===== src/rtl/sync_corr_pkg.sv =====
package sync_corr_pkg;
  typedef enum logic [1:0] {
    CFG_REF  = 2'd0,
    CFG_MASK = 2'd1,
    CFG_TOL  = 2'd2,
    CFG_NONE = 2'd3
  } cfg_sel_e;
endpackage


===== src/rtl/sync_cfg_regs.sv =====
module sync_cfg_regs import sync_corr_pkg::*; #(
  parameter int WIN_W = 32,
  parameter int TOL_W = 3
) (
  input  logic             clk_i,
  input  logic             rst_ni,
  input  logic             we_i,
  input  logic [1:0]       sel_i,
  input  logic [WIN_W-1:0] data_i,
  output logic [WIN_W-1:0] ref_o,
  output logic [WIN_W-1:0] mask_o,
  output logic [TOL_W-1:0] tol_o
);
  always_ff @(posedge clk_i or negedge rst_ni) begin
    if (!rst_ni) begin
      ref_o  <= '0;
      mask_o <= '0;
      tol_o  <= '0;
    end else if (we_i) begin
      unique case (cfg_sel_e'(sel_i))
        CFG_REF:  ref_o  <= data_i;
        CFG_MASK: mask_o <= data_i;
        CFG_TOL:  tol_o  <= data_i[TOL_W-1:0];
        default:  ;
      endcase
    end
  end
endmodule


===== src/rtl/sync_shift_window.sv =====
module sync_shift_window #(
  parameter int WIN_W = 32
) (
  input  logic             clk_i,
  input  logic             rst_ni,
  input  logic             bit_en_i,
  input  logic             bit_i,
  output logic [WIN_W-1:0] window_o,
  output logic             full_o
);
  localparam int FILL_W = $clog2(WIN_W + 1);

  logic [FILL_W-1:0] fill_q;

  assign full_o = (fill_q == FILL_W'(WIN_W));

  always_ff @(posedge clk_i or negedge rst_ni) begin
    if (!rst_ni) begin
      window_o <= '0;
      fill_q   <= '0;
    end else if (bit_en_i) begin
      window_o <= {window_o[WIN_W-2:0], bit_i};
      if (!full_o) fill_q <= fill_q + 1'b1;
    end
  end
endmodule


===== src/rtl/sync_mismatch_count.sv =====
module sync_mismatch_count #(
  parameter int WIN_W = 32,
  parameter int CNT_W = 4
) (
  input  logic [WIN_W-1:0] window_i,
  input  logic [WIN_W-1:0] ref_i,
  input  logic [WIN_W-1:0] mask_i,
  output logic [CNT_W-1:0] count_o
);
  localparam int SUM_W = $clog2(WIN_W + 1);
  localparam logic [CNT_W-1:0] CNT_MAX = {CNT_W{1'b1}};

  logic [WIN_W-1:0] diff;
  logic [SUM_W-1:0] sum;

  assign diff = (window_i ^ ref_i) & ~mask_i;

  always_comb begin
    sum = '0;
    for (int i = 0; i < WIN_W; i++) sum = sum + SUM_W'(diff[i]);
  end

  generate
    if (SUM_W > CNT_W) begin : g_sat
      assign count_o = (sum > SUM_W'(CNT_MAX)) ? CNT_MAX : sum[CNT_W-1:0];
    end else begin : g_wide
      assign count_o = CNT_W'(sum);
    end
  endgenerate
endmodule


===== src/rtl/sync_correlator.sv =====
module sync_correlator #(
  parameter int WIN_W = 32,
  parameter int TOL_W = 3,
  parameter int CNT_W = 4
) (
  input  logic             clk_i,
  input  logic             rst_ni,
  input  logic             bit_en_i,
  input  logic             bit_i,
  input  logic             cfg_we_i,
  input  logic [1:0]       cfg_sel_i,
  input  logic [WIN_W-1:0] cfg_data_i,
  output logic             detect_o,
  output logic [CNT_W-1:0] err_cnt_o
);
  logic [WIN_W-1:0] ref_q, mask_q, window;
  logic [TOL_W-1:0] tol_q;
  logic             win_full;
  logic [CNT_W-1:0] mis_cnt;

  sync_cfg_regs #(.WIN_W(WIN_W), .TOL_W(TOL_W)) i_cfg (
    .clk_i  (clk_i),
    .rst_ni (rst_ni),
    .we_i   (cfg_we_i),
    .sel_i  (cfg_sel_i),
    .data_i (cfg_data_i),
    .ref_o  (ref_q),
    .mask_o (mask_q),
    .tol_o  (tol_q)
  );

  sync_shift_window #(.WIN_W(WIN_W)) i_win (
    .clk_i    (clk_i),
    .rst_ni   (rst_ni),
    .bit_en_i (bit_en_i),
    .bit_i    (bit_i),
    .window_o (window),
    .full_o   (win_full)
  );

  sync_mismatch_count #(.WIN_W(WIN_W), .CNT_W(CNT_W)) i_cnt (
    .window_i (window),
    .ref_i    (ref_q),
    .mask_i   (mask_q),
    .count_o  (mis_cnt)
  );

  // evaluate the pre-shift window on the following enabled bit
  always_ff @(posedge clk_i or negedge rst_ni) begin
    if (!rst_ni) begin
      detect_o  <= 1'b0;
      err_cnt_o <= '0;
    end else if (bit_en_i) begin
      detect_o  <= win_full && (mis_cnt <= CNT_W'(tol_q));
      err_cnt_o <= mis_cnt;
    end else begin
      detect_o  <= 1'b0;
    end
  end
endmodule


===== config.mk =====
export PLATFORM = sky130hd
export DESIGN_NAME = sync_correlator
export DESIGN_NICKNAME = d
export VERILOG_FILES = /design/src/rtl/sync_corr_pkg.sv /design/src/rtl/sync_cfg_regs.sv /design/src/rtl/sync_shift_window.sv /design/src/rtl/sync_mismatch_count.sv /design/src/rtl/sync_correlator.sv
export SDC_FILE = /design/constraint.sdc
export NUM_CORES = 1
export LEC_CHECK = 0
export ABC_CLOCK_PERIOD_IN_PS = 14010
export BUFFER_PORTS_ARGS = -buffer_cell sky130_fd_sc_hd__buf_4
export CORE_ASPECT_RATIO = 2
export CORE_MARGIN = 2
export CORE_UTILIZATION = 51
export DETAILED_ROUTE_END_ITERATION = 10
export HOLD_SLACK_MARGIN = 0.12
export PLACE_DENSITY = 0.73
export SLEW_MARGIN = 20
export SYNTH_ARGS = -nofsm -noshare
export SYNTH_HDL_FRONTEND = slang
export SYNTH_SLANG_ARGS = --single-unit

===== constraint.sdc =====
create_clock -name clk_i -period 14.01 [get_ports clk_i]
set_input_delay 1.401 -clock clk_i [delete_from_list [all_inputs] [get_ports clk_i]]
set_output_delay 1.401 -clock clk_i [all_outputs]
set_load 0.02 [all_outputs]

==> results of run 1 <==
==> flip-flops by register name, indices dropped and copies added (netlist names) <==
register and cells:
err_cnt_o 4, i_win.fill_q 6, i_cfg.mask_o 32, detect_o 1
i_win.window_o 32, i_cfg.ref_o 32, i_cfg.tol_o 3
==> critical path, stage by stage (launching register included) <==
cell,delay [ps]
dfrtp_1,400
xnor2_1,130
nor2_1,60
ha_1,280
inv_1,80
fa_1,450
fa_1,560
fa_1,450
fa_1,520
fa_1,530
inv_1,60
fa_1,490
inv_1,50
fa_1,430
inv_1,100
fa_1,290
nand4b_1,120
nor3_1,140
a21oi_1,170
or3_1,340
ha_1,290
nor2b_1,130
o21ai_0,160
nand2b_1,90
a211oi_2,220
==> per-layer routing <==
metal	routed length, um	GRT usage
met5	0	0
met1	3650	0.204
met2	5810	0.369
met3	212	0.0312
met4	214	0.0759
==> final cells by class <==
cell class	instances	area (um2)
inverters	31	116
clock buffers	11	233
fillers	893	4290
clock inverters	4	32.5
well taps	137	171
multi-input cells	244	2540
repair buffers	46	345
flip-flops and latches	110	2750
==> metrics by stage <==
step / hold slack [ps] / setup WS, ps / utilization / cells / cell area, um2
after floorplan: 441 / 7790 / - / 396 / 5450
after global placement: 460 / 7620 / 0.565 / 568 / 5920
after detailed placement: 462 / 7390 / 0.565 / 568 / 5920
after CTS: 479 / 7360 / 0.591 / 583 / 6190
after global routing: 492 / 6980 / 0.591 / 583 / 6190
final: 475 / 7400 / 0.591 / 583 / 6190
==> cells by family after synthesis <==
| group | share of synthesized area |
|---|---|
| multiplexers | 0.208 |
| AO/OA/AOI/OAI | 0.0152 |
| flip-flops | 0.505 |
| XOR/XNOR | 0.0595 |
| AND/OR/NAND/NOR | 0.0631 |
| buffers and inverters | 0.0308 |
| adder cells (fa/ha/maj) | 0.118 |
==> worst paths after layout <==
| path | startpoint | to | slack, ps | cells past startpoint |
|---|---|---|---|---|
| min in group asynchronous | rst_ni | i_cfg.tol_o[0]$_DFFE_PN0P_ | 1070 | 1 |
| hold reg to reg | i_win.fill_q[5]$_DFFE_PN0P_ | i_win.fill_q[5]$_DFFE_PN0P_ | 480 | 1 |
| hold / removal | i_win.fill_q[5]$_DFFE_PN0P_ | i_win.fill_q[5]$_DFFE_PN0P_ | 480 | 1 |
| max in group asynchronous | rst_ni | i_cfg.mask_o[20]$_DFFE_PN0P_ | 11760 | 2 |
| setup / recovery | i_win.window_o[0]$_DFFE_PN0P_ | detect_o$_DFF_PN0_ | 7400 | 24 |
| setup reg to reg | i_win.window_o[0]$_DFFE_PN0P_ | detect_o$_DFF_PN0_ | 7400 | 24 |
==> cells in the mapped netlist, types with 2 or more instances <==
cell type,count
nor2_1,11
nand4_1,2
a21oi_1,2
ha_1,13
nor3_1,3
or3_1,2
o32a_1,3
mux2_2,71
nand3_1,2
dfrtp_1,110
buf_2,8
clkbuf_1,3
nor3b_2,2
nand2_1,4
mux2_1,29
xor2_1,25
inv_1,31
nand2b_1,26
fa_1,24
nor2b_1,2
nand3b_1,2
o21ai_0,3
xnor2_1,12
==> results by group, run 1 <==
Outcome
  • Outcome: complete, no violations

Route
  • Drt initial violations: 89
  • Drt via density: 5.24
  • Residual DRC: 0
  • Total number of vias: 3053
  • DRT Wirelength: 9.88 mm
  • Routed WL per cell: 17.0 um
  • Routed Antenna Nets: 0
  • DR pass1 iterations: 4

Timing
  • Final hold violation count: 0
  • Slew at the pin with the worst max-slew slack: 755 ps
  • Fin crit period: 6610 ps
  • F_max: 151 MHz
  • Final setup TNS: 0 ps
  • Final setup fails: 0
  • Final slew viol count: 0
  • Final period utilization: 0.472
  • Slew HR: 0.497
  • Unrepaired setup endpoints after global routing: no
  • Clock Skew: 10.4 ps

Synthesis
  • Area share of the largest cell type after synthesis: 0.505
  • Seq/Total Area, Yosys: 0.505
  • Post-synth EDFFs: 0
  • Post-Syn Area: 5450 um2
  • Async SR Flop Fraction: 1.00
  • Post-synthesis instance total: 396
  • Syn Area/Cell: 13.8 um2
  • Synth Net Count: 472
  • Yosys warning total: 0
  • Yosys top cell by area: dfrtp_1
  • Synth Register Bits: 110
  • Synth Flop Type: dfrtp_1
  • Area contributors post-synth: dfrtp_1 (51%), mux2_2 (15%), fa_1 (8.8%), mux2_1 (6.0%), xor2_1 (4.0%)
  • Yosys cell types: 29

Worst setup path
  • Worst Path Arrival: 6870 ps
  • Crit path max fanout: 6
  • Crit Path Category: flop to flop
  • CP Launch Type: flop
  • Req. time, crit path: 14270 ps
  • Crit. End Element: flop

Layout
  • Most common cell after layout, fill and taps aside: dfrtp_1
  • Final net count: 518
  • ANT cells: 0
  • Commonest cells after routing, fill and taps aside: dfrtp_1 (110), mux2_2 (71), buf_4 (46)
  • Share of cells above drive strength 1: 0.300
  • Area growth from synthesis to layout: 13.5%

Global route
  • Total GRT Usage: 0.191
  • First-pass GRT wire length: 16.7 mm
  • Vias in the first global route: 3497
  • Initial antenna violation count: 0
  • Largest net degree at the start of global routing: 61
  • Overflow after GRT: 0

CTS
  • Root Driver: clkbuf_16
  • Clock slew at reported path FFs: 70 ps
  • Post-cts sizing count: 0
  • Post-CTS Hold Buffers: 0
  • TritonCTS Buffers: 9
  • CTS tree: built
  • CTS sink count: 110
  • Worst skew pair latency: 350 ps
  • # Post-CTS Setup Buffers: 0
  • Longest Clk Path Bufs: 2
  • H-Tree Depth: 3

Job
  • Maxcap violations: 0

Floorplanning
  • Die Y: 150 um
  • Die Width: 77.1 um
  • Die area: 11600 um2
  • Initial Util: 0.520
  • Num rows: 53
  • # IOs: 44
  • Core Box Area: 10500 um2

Placement
  • RD Place Congestion: 0.829
  • Final HPWL DP: 7.33 mm
  • PortBufs: 43

Min path
  • Min-delay worst type: flop to flop
Power of run 1 is left out: the tool's default activity adds up to more than one toggle a clock period on the data nets, which glitch-free logic cannot reach.
==> run 2: changes to the inputs <==
--- a/config.mk
+++ b/config.mk
@@ -5,14 +5,14 @@
 export SDC_FILE = /design/constraint.sdc
 export NUM_CORES = 1
 export LEC_CHECK = 0
-export ABC_CLOCK_PERIOD_IN_PS = 14010
+export ABC_CLOCK_PERIOD_IN_PS = 5500
 export BUFFER_PORTS_ARGS = -buffer_cell sky130_fd_sc_hd__buf_4
 export CORE_ASPECT_RATIO = 2
 export CORE_MARGIN = 2
 export CORE_UTILIZATION = 51
 export DETAILED_ROUTE_END_ITERATION = 10
 export HOLD_SLACK_MARGIN = 0.12
-export PLACE_DENSITY = 0.73
+export PLACE_DENSITY = 0.75
 export SLEW_MARGIN = 20
 export SYNTH_ARGS = -nofsm -noshare
 export SYNTH_HDL_FRONTEND = slang
==> constraint.sdc (replaced) <==
create_clock -name clk_i -period 5.5 [get_ports clk_i]
set_input_delay 0.55 -clock clk_i [delete_from_list [all_inputs] [get_ports clk_i]]
set_output_delay 0.55 -clock clk_i [all_outputs]
set_load 0.02 [all_outputs]
==> run 2 against run 1 <==
Net effect: the flow now finishes with violations (negative setup slack); via count rose by 1.7%; highest routed layer unchanged; non-clock buffer count rose by 20; core utilization rose by 1.8 points; sequential cell count did not move; critical path depth did not move; die area did not move; routed wire length rose by 2.9%; global-route usage rose by 0.64 points; critical endpoint unchanged.
==> results by group, run 2 (same netlist as run 1, synthesis figures left out) <==
Outcome
  • Outcome: complete, but fails checks
  • Failing checks: negative setup slack

Placement
  • PortBufs: 43 (unchanged)
  • DP Worst Slack: -699 ps (-8090 ps)
  • RD Place Congestion: 0.838 (+1.2%)
  • Area after DPL: 6070 um2 (+2.5%)
  • Final HPWL DP: 7.48 mm (+2.1%)

Layout
  • Share of cells above drive strength 1: 0.347 (+0.0464)
  • Commonest cells after routing, fill and taps aside: dfrtp_1 (110), mux2_2 (71), buf_4 (66)
  • Area growth from synthesis to layout: 17.0%
  • Register Area: 2750 um2 (unchanged)
  • Top flop regs: i_cfg.mask_o x32, i_cfg.ref_o x32, i_win.window_o x32
  • Final instance area: 6370 um2 (+3.0%)
  • Fillers: 876 (-1.9%)
  • ANT cells: 0 (unchanged)
  • Area of the multi-input gates: 2550 um2 (+0.69%)
  • Final net count: 538 (+3.9%)
  • Most common cell after layout, fill and taps aside: dfrtp_1

Timing
  • Worst setup margin: -636 ps (-8040 ps)
  • Clock Skew: 7.68 ps (-2.77 ps)
  • Final hold violation count: 0 (unchanged)
  • Final slew viol count: 0 (unchanged)
  • F_max: 163 MHz (+7.7%)
  • Slew HR: 0.522 (+0.0256)
  • Hold_ws: 223 ps (-252 ps)
  • Slew at the pin with the worst max-slew slack: 716 ps (-38.4 ps)
  • Final setup fails: 2 (+2)
  • Final setup TNS: -667 ps (-667 ps)
  • Fin crit period: 6140 ps (-473 ps)
  • Final period utilization: 1.12 (+0.644)
  • Unrepaired setup endpoints after global routing: yes

Floorplanning
  • Core Box Area: 10500 um2 (unchanged)
  • Num rows: 53 (unchanged)
  • Die Width: 77.1 um (unchanged)
  • Die Y: 150 um (unchanged)
  • Initial Util: 0.520 (unchanged)
  • # IOs: 44 (unchanged)
  • Die area: 11600 um2 (unchanged)

CTS
  • Clock slew at reported path FFs: 70 ps (about the same)
  • CTS sink count: 110 (unchanged)
  • Worst skew pair latency: 350 ps (about the same)
  • CTS tree: built
  • TritonCTS Buffers: 9 (unchanged)
  • Root Driver: clkbuf_16
  • Longest Clk Path Bufs: 2 (unchanged)
  • H-Tree Depth: 3 (unchanged)
  • Post-CTS Hold Buffers: 0 (unchanged)

Route
  • Met3 wire len: 224 um (+5.7%)
  • DRT Wirelength: 10.2 mm (+2.9%)
  • Highest Signal Layer: met4
  • Met2 wire len: 5.95 mm (+2.5%)
  • Drt initial violations: 119 (+34%)
  • Total number of vias: 3104 (+1.7%)
  • DR pass1 iterations: 4 (unchanged)
  • Routed WL per cell: 16.8 um (-0.68%)
  • Residual DRC: 0 (unchanged)
  • Drt via density: 5.14 (-1.9%)
  • M1 WL: 3.77 mm (+3.3%)
  • Routed Antenna Nets: 0 (unchanged)

Worst setup path
  • Critical path cell sequence: xnor2_1 -> nor2_1 -> ha_1 -> inv_1 -> fa_1 -> fa_1 -> fa_1 -> fa_1 -> fa_1 -> inv_1 -> fa_1 -> inv_1 -> fa_2 -> inv_2 -> fa_2 -> a21o_1 -> a21oi_2 -> a21oi_2 -> or3_1 -> ha_1 -> nor2b_1 -> o21ai_1 -> nand2b_1 -> a211oi_2
  • Req. time, crit path: 5760 ps (-8510 ps)
  • Crit Path Category: flop to flop
  • Crit path max fanout: 3 (-3)
  • Crit path buf inv count: 4 (unchanged)
  • Crit. End Element: flop
  • Worst path most repeated cell: fa_1
  • Slowest Stage Delay on Critical Path: 520 ps (-40 ps)
  • Worst Path Arrival: 6400 ps (-470 ps)
  • Critical path's top delay family: adder cells
  • Slowest cell on crit path: fa_1
  • CP Launch Type: flop

Global route
  • Largest net degree at the start of global routing: 57 (-6.6%)
  • Overflow after GRT: 0 (unchanged)
  • Vias in the first global route: 3445 (-1.5%)
  • Initial antenna violation count: 0 (unchanged)
  • Total GRT Usage: 0.197 (+0.00639)
  • First-pass GRT wire length: 17.3 mm (+3.1%)

Min path
  • Min-delay worst type: primary input to async pin

Job
  • Maxcap violations: 0 (unchanged)
run 2: cell count changes in the layout (fill, tap and decap cells not counted), sizes merged:
cell	previous run	this run
buf	46	66
clkinv	1	0
clkinvlp	2	3
inv	32	33
run 2: final timing paths:
kind | from | endpoint | slack (ps) | depth (start not counted)
max | i_win.window_o[0]$_DFFE_PN0P_ | detect_o$_DFF_PN0_ | -640 | 24
min | rst_ni | i_cfg.mask_o[27]$_DFFE_PN0P_ | 220 | 1
max reg2reg | i_win.window_o[0]$_DFFE_PN0P_ | detect_o$_DFF_PN0_ | -640 | 24
min reg2reg | i_win.fill_q[5]$_DFFE_PN0P_ | i_win.fill_q[5]$_DFFE_PN0P_ | 470 | 1
max in group asynchronous | rst_ni | i_win.window_o[9]$_DFFE_PN0P_ | 4080 | 2
min in group clk_i | cfg_data_i[8] | i_cfg.mask_o[8]$_DFFE_PN0P_ | 420 | 2
run 2: routing by layer:
layer / global-route usage / vias up
met3: 0.0336 / 18
met1: 0.217 / 1607
met2: 0.372 / 35
met5: 0 / -
met4: 0.0813 / 0
li1: - / 1444
run 2: through the flow:
step | utilization | instances
floorplan | - | 396
global placement | 0.579 | 586
detailed placement | 0.579 | 586
CTS | 0.607 | 602
global route | 0.608 | 604
finish | 0.608 | 604
run 2: area by class of cell:
class / instances / area share
clock buffer: 11 / 0.0381
clock inverter: 5 / 0.00667
inverter: 31 / 0.0183
multi-input combinational: 244 / 0.401
sequential: 110 / 0.432
tap: 137 / 0.0269
timing repair buffer: 66 / 0.0777
run 2: repair_timing:
item | 4_1_cts | 5_1_grt
gates resized for setup | 1 | 0
setup endpoints to repair | 4 | 4
endpoints found under the hold margin | 0 | 0
buffers inserted | 0 | 2
pin swaps | 2 | 5
Power of run 2 is left out for the same reason.
==> run 3: changes to the inputs <==
--- a/config.mk
+++ b/config.mk
@@ -9,10 +9,12 @@
 export BUFFER_PORTS_ARGS = -buffer_cell sky130_fd_sc_hd__buf_4
 export CORE_ASPECT_RATIO = 2
 export CORE_MARGIN = 2
-export CORE_UTILIZATION = 51
+export CORE_UTILIZATION = 40
+export CTS_CLUSTER_DIAMETER = 40
 export DETAILED_ROUTE_END_ITERATION = 10
 export HOLD_SLACK_MARGIN = 0.12
-export PLACE_DENSITY = 0.75
+export MAX_ROUTING_LAYER = met4
+export PLACE_DENSITY = 0.62
 export SLEW_MARGIN = 20
 export SYNTH_ARGS = -nofsm -noshare
 export SYNTH_HDL_FRONTEND = slang
==> run 3 against run 2 <==
Net effect: the run still ends with negative setup slack left; sequential share of layout area fell by 0.54 points; count of clock-buffer cells in the layout fell by 1; clock skew rose by 0.53 ps; hold slack got worse by 8.7 ps; critical path depth did not move; via count rose by 0.58%; setup slack improved by 8.5 ps; routed wire length rose by 2.2%; non-clock buffer count rose by 4; global-route usage fell by 3.5 points; sequential cell count did not move; fmax rose by 0.14%.
==> results by group, run 3 (same netlist as run 1, synthesis figures left out) <==
Timing
  • Worst setup margin: -628 ps (+8.47 ps)
  • Final slew viol count: 0 (unchanged)
  • Fin crit period: 6130 ps (-8.47 ps)
  • Slew HR: 0.468 (-0.0543)
  • Clock Skew: 8.20 ps (+0.526 ps)
  • Final period utilization: 1.11 (-0.00154)
  • Final setup fails: 4 (+2)
  • Slew at the pin with the worst max-slew slack: 798 ps (+81.4 ps)
  • Unrepaired setup endpoints after global routing: yes
  • Final setup TNS: -698 ps (-30.8 ps)
  • Final hold violation count: 0 (unchanged)
  • F_max: 163 MHz (+0.14%)

Global route
  • Largest net degree at the start of global routing: 63 (+11%)
  • Overflow after GRT: 0 (unchanged)
  • Initial antenna violation count: 0 (unchanged)
  • Vias in the first global route: 3554 (+3.2%)
  • Total GRT Usage: 0.162 (-0.0350)
  • First-pass GRT wire length: 17.8 mm (+2.9%)

Floorplanning
  • Die area: 14600 um2 (+26%)
  • Die Width: 86.5 um (+12%)
  • # IOs: 44 (unchanged)
  • Num rows: 60 (+13%)
  • Core Box Area: 13400 um2 (+28%)
  • Die Y: 169 um (+13%)
  • Initial Util: 0.408 (-0.112)

Worst setup path
  • Crit path buf inv count: 4 (unchanged)
  • CP Launch Type: flop
  • Crit. End Element: flop
  • R2R depth: 24 (unchanged)
  • Crit Path Category: flop to flop
  • Reg2reg setup slack: -630 ps (about the same)
  • Worst Path Arrival: 6380 ps (-20 ps)
  • Critical path's top delay family: adder cells
  • Slowest cell on crit path: fa_1
  • Req. time, crit path: 5760 ps (about the same)
  • Worst path most repeated cell: fa_1
  • Reg-to-Reg Start: i_win.window_o[0]$_DFFE_PN0P_
  • Critical path cell sequence: xnor2_1 -> nor2_1 -> ha_1 -> inv_2 -> fa_1 -> fa_1 -> fa_1 -> fa_1 -> fa_1 -> inv_1 -> fa_1 -> inv_2 -> fa_2 -> inv_2 -> fa_2 -> nand4b_1 -> nor3_2 -> a21oi_2 -> or3_1 -> ha_1 -> nor2b_1 -> o21ai_1 -> nand2b_1 -> a211oi_2
  • Reg-to-Reg End: detect_o$_DFF_PN0_
  • Crit path max fanout: 3 (unchanged)
  • Slowest Stage Delay on Critical Path: 520 ps (about the same)

CTS
  • CTS tree: built
  • Clock slew at reported path FFs: 80 ps (about the same)
  • H-Tree Depth: 3 (unchanged)
  • TritonCTS Buffers: 9 (unchanged)
  • Worst skew pair latency: 340 ps (about the same)
  • Post-CTS Hold Buffers: 0 (unchanged)
  • Longest Clk Path Bufs: 2 (unchanged)
  • CTS sink count: 110 (unchanged)
  • Root Driver: clkbuf_16

Route
  • Routed Antenna Nets: 0 (unchanged)
  • Drt initial violations: 105 (-12%)
  • Total number of vias: 3122 (+0.58%)
  • Drt via density: 4.99 (-3.0%)
  • Met3 wire len: 212 um (-5.4%)
  • Met2 wire len: 6.16 mm (+3.6%)
  • DRT Wirelength: 10.4 mm (+2.2%)
  • Routed WL per cell: 16.6 um (-1.4%)
  • M1 WL: 3.89 mm (+3.2%)
  • Residual DRC: 0 (unchanged)
  • DR pass1 iterations: 4 (unchanged)
  • Highest Signal Layer: met4

Layout
  • Top flop regs: i_cfg.mask_o x32, i_cfg.ref_o x32, i_win.window_o x32
  • Most common cell after layout, fill and taps aside: dfrtp_1
  • Final net count: 542 (+0.74%)
  • Commonest cells after routing, fill and taps aside: dfrtp_1 (110), mux2_2 (71), buf_4 (69)
  • Area growth from synthesis to layout: 18.5%
  • ANT cells: 0 (unchanged)
  • Share of cells above drive strength 1: 0.361 (+0.0140)

Placement
  • PortBufs: 43 (unchanged)
  • Final HPWL DP: 7.68 mm (+2.6%)
  • RD Place Congestion: 0.807 (-3.8%)

Job
  • Maxcap violations: 0 (unchanged)

Outcome
  • Failing checks: negative setup slack
  • Outcome: complete, but fails checks

Min path
  • Min-delay worst type: primary input to async pin
## run 3: per-stage QoR
step	setup slack, ps	instance area, um2	cells	hold slack, ps	utilization
2_1_floorplan	-446	5460	396	254	-
3_3_place_gp	-554	6130	609	459	0.459
3_5_place_dp	-625	6130	609	458	0.459
4_1_cts	-621	6440	625	241	0.482
5_1_grt	-960	6460	626	262	0.483
6_report	-628	6460	626	215	0.483
## run 3: worst reg2reg max path: cells and delay by family, from the launching register on
| family | cells | cell delay, ps |
|---|---|---|
| AOI/OAI and AO/OA | 3 | 400 |
| xor gates and xnor gates | 1 | 160 |
| adders and majority gates | 10 | 4000 |
| buffers and inverters | 4 | 190 |
| DFF | 1 | 390 |
| and+or+nand+nor | 6 | 900 |
## run 3: area by class of cell
class | count | area [um2]
clock buffer | 10 | 239
clock inverter | 6 | 67.6
fill | 1235 | 6910
inverter | 31 | 116
multi-input combinational | 244 | 2560
sequential | 110 | 2750
tap | 155 | 194
timing repair buffer | 70 | 529
## run 3: metal layers
metal / vias up / track usage
li1: 1460 / -
met1: 1625 / 0.178
met2: 30 / 0.299
met3: 7 / 0.0263
met4: 0 / 0.0428
met5: - / -
## run 3: worst max path at each step
| stage | startpoint | to | slack, ps | cells past startpoint |
|---|---|---|---|---|
| after floorplan | i_win.window_o[0]$_DFFE_PN0P_ | detect_o$_DFF_PN0_ | -450 | 24 |
| after global placement | i_win.window_o[0]$_DFFE_PN0P_ | detect_o$_DFF_PN0_ | -550 | 24 |
| after detailed placement | i_win.window_o[0]$_DFFE_PN0P_ | detect_o$_DFF_PN0_ | -620 | 24 |
| after CTS | i_win.window_o[0]$_DFFE_PN0P_ | detect_o$_DFF_PN0_ | -620 | 24 |
| after global routing | i_win.window_o[0]$_DFFE_PN0P_ | detect_o$_DFF_PN0_ | -960 | 24 |
| final | i_win.window_o[0]$_DFFE_PN0P_ | detect_o$_DFF_PN0_ | -630 | 24 |
## run 3: timing repair
action | CTS | global route
pin swaps | 2 | 2
setup buffers | 0 | 1
gates resized for setup | 1 | 5
endpoints found under the setup margin | 4 | 5
endpoints found under the hold margin | 0 | 0
Power of run 3 is left out for the same reason.
